## config.mk

```make
export PLATFORM = sky130hd
export DESIGN_NAME = spi_shift_master
export DESIGN_NICKNAME = d
export VERILOG_FILES = /design/src/rtl/spi_eng_pkg.sv /design/src/rtl/spi_half_timer.sv /design/src/rtl/spi_edge_seq.sv /design/src/rtl/spi_shift_master.sv
export SDC_FILE = /design/constraint.sdc
export NUM_CORES = 1
export LEC_CHECK = 0
export ABC_AREA = 1
export ABC_CLOCK_PERIOD_IN_PS = 5110
export BUFFER_PORTS_ARGS = -buffer_cell sky130_fd_sc_hd__buf_2
export CAP_MARGIN = 5
export CORE_MARGIN = 3
export CORE_UTILIZATION = 34
export CTS_CLUSTER_SIZE = 24
export DETAILED_ROUTE_END_ITERATION = 8
export GPL_TIMING_DRIVEN = 0
export SLEW_MARGIN = 10
export SYNTH_ARGS = -nofsm -noshare
export SYNTH_HDL_FRONTEND = slang
export SYNTH_SLANG_ARGS = --single-unit
```

## constraint.sdc

```tcl
create_clock -name clk -period 5.11 [get_ports clk]
set_input_delay 1.2775 -clock clk [delete_from_list [all_inputs] [get_ports clk]]
set_output_delay 1.2775 -clock clk [all_outputs]
set_load 0.05 [all_outputs]
```

## src/rtl/spi_eng_pkg.sv

```systemverilog
package spi_eng_pkg;

  localparam int WORD_W = 16;
  localparam int NB_W   = 5;
  localparam int DIV_W  = 8;

  typedef struct packed {
    logic             cpol;
    logic             cpha;
    logic [DIV_W-1:0] div;
    logic [NB_W-1:0]  nbits;
  } xfer_cfg_t;

  // Length code to bit count; zero marks a reserved code.
  function automatic logic [NB_W-1:0] nbits_of(input logic [3:0] code);
    if (code == 4'b0000) return NB_W'(16);
    else if (code[3])    return {2'b01, code[2:0]};
    else                 return '0;
  endfunction

  function automatic logic start_ok(input logic [WORD_W-1:0] m);
    return m[15] && !m[14] && (m[7:0] >= 8'd2) && (nbits_of(m[13:10]) != '0);
  endfunction

  function automatic xfer_cfg_t cfg_of(input logic [WORD_W-1:0] m);
    xfer_cfg_t c;
    c.cpol  = m[9];
    c.cpha  = m[8];
    c.div   = m[7:0];
    c.nbits = nbits_of(m[13:10]);
    return c;
  endfunction

endpackage

```

## src/rtl/spi_half_timer.sv

```systemverilog
module spi_half_timer #(
  parameter int DIV_W = 8
) (
  input  logic             clk,
  input  logic             rst_n,
  input  logic             run,
  input  logic [DIV_W-1:0] div,
  output logic             tick
);
  logic [DIV_W-1:0] cyc_q;

  assign tick = run && (cyc_q == div - DIV_W'(1));

  always_ff @(posedge clk or negedge rst_n) begin
    if (!rst_n)            cyc_q <= '0;
    else if (!run || tick) cyc_q <= '0;
    else                   cyc_q <= cyc_q + DIV_W'(1);
  end
endmodule

```

## src/rtl/spi_edge_seq.sv

```systemverilog
module spi_edge_seq #(
  parameter int WORD_W = 16,
  parameter int NB_W   = 5,
  parameter int HC_W   = $clog2(2 * WORD_W + 2)
) (
  input  logic              clk,
  input  logic              rst_n,
  input  logic              load,
  input  logic [WORD_W-1:0] tx_word,
  input  logic              cpha,
  input  logic [NB_W-1:0]   nbits,
  input  logic              tick,
  input  logic              miso,
  output logic              mosi_bit,
  output logic              ph,
  output logic [WORD_W-1:0] rx_bits,
  output logic              edge_ev,
  output logic              samp_ev,
  output logic              shft_ev,
  output logic              fin_ev
);
  logic [HC_W-1:0]   hcnt_q;
  logic [WORD_W-1:0] sr_q;
  logic [HC_W-1:0]   n_edges;
  logic [HC_W-1:0]   last_half;
  logic              lead;

  assign n_edges   = HC_W'(nbits) << 1;
  assign last_half = n_edges + HC_W'(cpha) - HC_W'(1);
  assign lead      = !hcnt_q[0];
  assign edge_ev   = tick && (hcnt_q < n_edges);
  assign samp_ev   = edge_ev && (cpha ? !lead : lead);
  assign shft_ev   = edge_ev && (cpha ? (lead && hcnt_q != '0)
                                      : (!lead && hcnt_q != n_edges - HC_W'(1)));
  assign fin_ev    = tick && (hcnt_q == last_half);
  assign mosi_bit  = sr_q[WORD_W-1];
  assign rx_bits   = sr_rx_q;

  logic [WORD_W-1:0] sr_rx_q;

  always_ff @(posedge clk or negedge rst_n) begin
    if (!rst_n) begin
      hcnt_q  <= '0;
      ph      <= 1'b0;
      sr_q    <= '0;
      sr_rx_q <= '0;
    end else if (load) begin
      hcnt_q  <= '0;
      ph      <= 1'b0;
      sr_q    <= tx_word << (WORD_W - int'(nbits));
      sr_rx_q <= '0;
    end else if (tick) begin
      hcnt_q <= hcnt_q + HC_W'(1);
      if (edge_ev) ph <= !ph;
      if (shft_ev) sr_q <= sr_q << 1;
      if (samp_ev) sr_rx_q <= {sr_rx_q[WORD_W-2:0], miso};
    end
  end
endmodule

```

## src/rtl/spi_shift_master.sv

```systemverilog
module spi_shift_master
  import spi_eng_pkg::*;
(
  input  logic              clk,
  input  logic              rst_n,
  input  logic [WORD_W-1:0] mode_word,
  input  logic              start,
  input  logic [WORD_W-1:0] tx_word,
  input  logic              miso,
  output logic              sclk,
  output logic              mosi,
  output logic              busy,
  output logic              done,
  output logic [WORD_W-1:0] rx_word,
  output logic              start_err
);
  xfer_cfg_t         cfg_q, cfg_use;
  logic              accept, reject;
  logic              tick, ph, mosi_bit;
  logic              edge_ev, samp_ev, shft_ev, fin_ev;
  logic [WORD_W-1:0] rx_bits;

  assign accept  = start && !busy &&  start_ok(mode_word);
  assign reject  = start && !busy && !start_ok(mode_word);
  assign cfg_use = accept ? cfg_of(mode_word) : cfg_q;

  spi_half_timer #(.DIV_W(DIV_W)) u_timer (
    .clk(clk), .rst_n(rst_n), .run(busy), .div(cfg_q.div), .tick(tick)
  );

  spi_edge_seq #(.WORD_W(WORD_W), .NB_W(NB_W)) u_seq (
    .clk(clk), .rst_n(rst_n), .load(accept), .tx_word(tx_word),
    .cpha(cfg_use.cpha), .nbits(cfg_use.nbits), .tick(tick), .miso(miso),
    .mosi_bit(mosi_bit), .ph(ph), .rx_bits(rx_bits),
    .edge_ev(edge_ev), .samp_ev(samp_ev), .shft_ev(shft_ev), .fin_ev(fin_ev)
  );

  always_ff @(posedge clk or negedge rst_n) begin
    if (!rst_n) begin
      cfg_q     <= '0;
      busy      <= 1'b0;
      done      <= 1'b0;
      rx_word   <= '0;
      start_err <= 1'b0;
    end else begin
      done      <= fin_ev;
      start_err <= reject;
      if (accept) begin
        cfg_q <= cfg_of(mode_word);
        busy  <= 1'b1;
      end else if (fin_ev) begin
        busy <= 1'b0;
      end
      if (fin_ev) rx_word <= rx_bits;
    end
  end

  assign sclk = busy ? (cfg_q.cpol ^ ph) : mode_word[9];
  assign mosi = busy && mosi_bit;
endmodule

```

==> summary.txt <==
Yosys
  – Netlist cell types: 41
  – Post-synth EDFFs: 0
  – Synth Flop Type: dfrtp_1
  – Sequential-to-total area share from yosys stat: a little over two fifths
  – Post-synth net total: between 600 and 700
  – Syn_area_per_cell: about 7.5 sq um
  – Mapped cell area: 4800 sq um
  – Top cells by count, synth: 162 x nand2_1, 87 x nand3_1, 81 x dfrtp_1, 62 x inv_1, 40 x nor2_1
  – Gate Count Post-Synth: 636
  – Synth warn: 0
  – Largest area contributor in the netlist: dfrtp_1
  – Area contributors post-synth: dfrtp_1 42%, nand2_1 13%, nand3_1 9.1%
  – #FFs+latches synth: 81
  – Post-synth top area share: 42.3%
  – Most common cell in the netlist: nand2_1
  – Async SR Flop Fraction: 100%

Timing
  – Final-report hold violation count: 0
  – Worst-margin pin slew: 571 ps
  – Worst slew margin: roughly 62%
  – Final period util: 79.0%
  – Final setup fails: 0
  – RSZ-0062 raised after global routing: no
  – Fin worst setup slack: approximately 1100 ps
  – Clock Skews: 8.29 ps
  – Fmax: 248 MHz
  – Final critical-path required period: 4040 ps
  – Final Max Tran Viols: 0
  – Setup TNS: 0 ps

Min path
  – Worst hold path type: reg -> reg

Drt
  – Via density per instance: 5.01
  – 1st-pass router iterations: 6
  – Routed Antenna Nets: 0
  – Starting DRT DRC Count: 250
  – Total number of vias: 4,431
  – DR WL/cell: 13.6 um
  – DRC: 0
  – WL final: 12,100 um

Setup path
  – Crit Path Category: in -> reg
  – Most used cell, CP: nand2_1
  – Biggest cell delay along the critical path: 400 ps
  – CP Data Arrival Time: 4260 ps
  – CP startpoint kind: primary input
  – Critical Path End Type: register
  – Reg2reg setup slack: 1580 ps
  – Crit path max fanout: 12
  – Worst Path Required: 5330 ps
  – Slowest-stage cell, CP: xor2_1
  – Worst path cell trace: buf_2 > inv_1 > nand2_1 > nor2_1 > nand2_1 > nand4_4 > nand2_1 > nand2_1 > inv_2 > buf_2 > ha_1 > inv_1 > xor2_1 > inv_1 > buf_2 > nand3_1 > a21oi_1 > nand2_1 > a21oi_1

Placed design
  – Post-DP HPWL: 9170 um
  – Cell Count Post-Placement: 869
  – Area post-placement: 5330 sq um
  – Dpl ws: 759 ps
  – Gpl congestion: 0.934
  – Port buffer count: 56

Floorplanning
  – Chip Height: 125 um
  – Die Width: 125 um
  – Initial core utilization: 35.5%
  – Core footprint: 13,500 sq um
  – I/O pins: between 50 and 60
  – Rows: 42
  – Die area: about 16,000 sq um

GRT
  – Vias in the first global route: 4,183
  – GRT Total Usage: 16.0%
  – First-pass GRT wire length: 20,600 um
  – Grt ovf: 0
  – Initial antenna violation count: 0
  – Largest net degree at the start of global routing: 67

Layout
  – Area Overhead vs Synth: 17.1%
  – Layout Nets: 750
  – Post-Layout Cell Count: about 890
  – Antenna diode count: 0
  – Cell area after layout: 5620 sq um
  – Share of cells above drive strength 1: 16.2%

Pwr
  – Max VDD drop: roughly 0.00017 V
  – PD cells: 349 nW/um^2
  – Leakage: 0.00298 uW
  – Overall power: 1960 uW

Clock tree
  – Root Buffer: clkbuf_16
  – CTS max path bufs: 2
  – PostCTS Resize Cnt: 0
  – Hold Buf Count CTS: 0
  – Clock sink total: 81
  – CTS tree: built
  – Post-CTS Setup Inserts: 0
  – CTS buffer count: 9
  – Clk Latency, worst-skew pair: 350 ps
  – H-Tree Depth: 3
  – Clk slew on worst S/H paths: 60 ps

Run
  – Maxcap violations: 0

Status
  – Status: completed
-- power by group --
| part | internal, uW | leakage, uW | switching (uW) | total (uW) |
|---|---|---|---|---|
| logic | 186 | 0.00182 | 292 | 478 |
| registers | 764 | 0.00102 | 89.6 | 854 |
| clock network | 358 | 0.000142 | 270 | 628 |
| total | 1310 | 0.00298 | 651 | 1960 |
-- path summary, 6_finish.rpt --
kind | start | to | cells past startpoint
worst max-delay path | mode_word[2] | u_seq.sr_q[9] | 19
worst min-delay path | u_seq.sr_q[14] | u_seq.sr_q[14] | 2
worst max register to register | busy | u_seq.sr_q[9] | 15
worst min register to register | u_seq.sr_q[14] | u_seq.sr_q[14] | 2
max in group asynchronous | rst_n | u_seq.sr_q[8] | 2
min in group asynchronous | rst_n | u_timer.cyc_q[5] | 1
-- area by class of cell --
cell class | instances | area [sq um]
buffer | 19 | 104
clock inverter | 5 | 38.8
clock buffer | 11 | 253
multi-input combinational | 466 | 2400
sequential | 81 | 2030
fill | 1406 | 7890
tap | 176 | 220
timing repair buffer | 57 | 310
inverter | 70 | 263
-- layer usage --
layer | wire (um) | vias up | GRT usage, %
li1 | - | 2238 | -
met1 | 5810 | 2049 | 22.3
met2 | 5450 | 127 | 24.6
met3 | 595 | 17 | 3.60
met4 | 222 | 0 | 5.29
met5 | 0 | - | 0
-- critical path: cells and delay by family --
kind                       cells  cell delay [ps]
adders and majority gates      1              250
AOI/OAI and AO/OA              2              150
xor gates and xnor gates       1              400
buffers and inverters          7             1100
and+or+nand+nor                8             1070
-- registers in the layout, summed over array words and instances, names as in the netlist --
signal,flops
u_seq.hcnt_q,6
u_timer.cyc_q,8
done,1
busy,1
u_seq.rx_bits,16
rx_word,16
u_seq.ph,1
cfg_q,15
start_err,1
u_seq.sr_q,16
-- kinds of logic after synthesis --
kind of cell	after synthesis	synth area share (%)
buffers and inverters	89	7.64
XOR/XNOR	25	4.57
flip-flops	81	42.3
adder cells (fa/ha/maj)	10	2.61
AND/OR/NAND/NOR	335	31.7
AO/OA/AOI/OAI	96	11.2
-- stage by stage --
| step | hold WS, ps | utilization, % |
|---|---|---|
| floorplan | 444 | - |
| global placement | 463 | 39.2 |
| detailed placement | 465 | 39.4 |
| CTS | 482 | 41.6 |
| global route | 506 | 41.6 |
| finish | 481 | 41.6 |
-- layout by cell type, fill, tap and decap left out, drive strengths merged --
| master | count |
|---|---|
| a211oi | 1 |
| a21boi | 1 |
| a21o | 1 |
| a21oi | 19 |
| a31oi | 1 |
| and3 | 1 |
| buf | 69 |
| clkbuf | 18 |
| clkinv | 5 |
| clkinvlp | 1 |
| dfrtp | 81 |
| ha | 10 |
| inv | 69 |
| nand2 | 175 |
| nand3 | 89 |
| nand3b | 1 |
| nand4 | 13 |
| nor2 | 44 |
| nor3 | 7 |
| nor3b | 2 |
| nor4 | 1 |
| o211ai | 2 |
| o21ai | 53 |
| o21bai | 2 |
| o22ai | 16 |
| or2 | 2 |
| xnor2 | 10 |
| xor2 | 15 |
No activity file was read; power rests on OpenSTA's default activity.
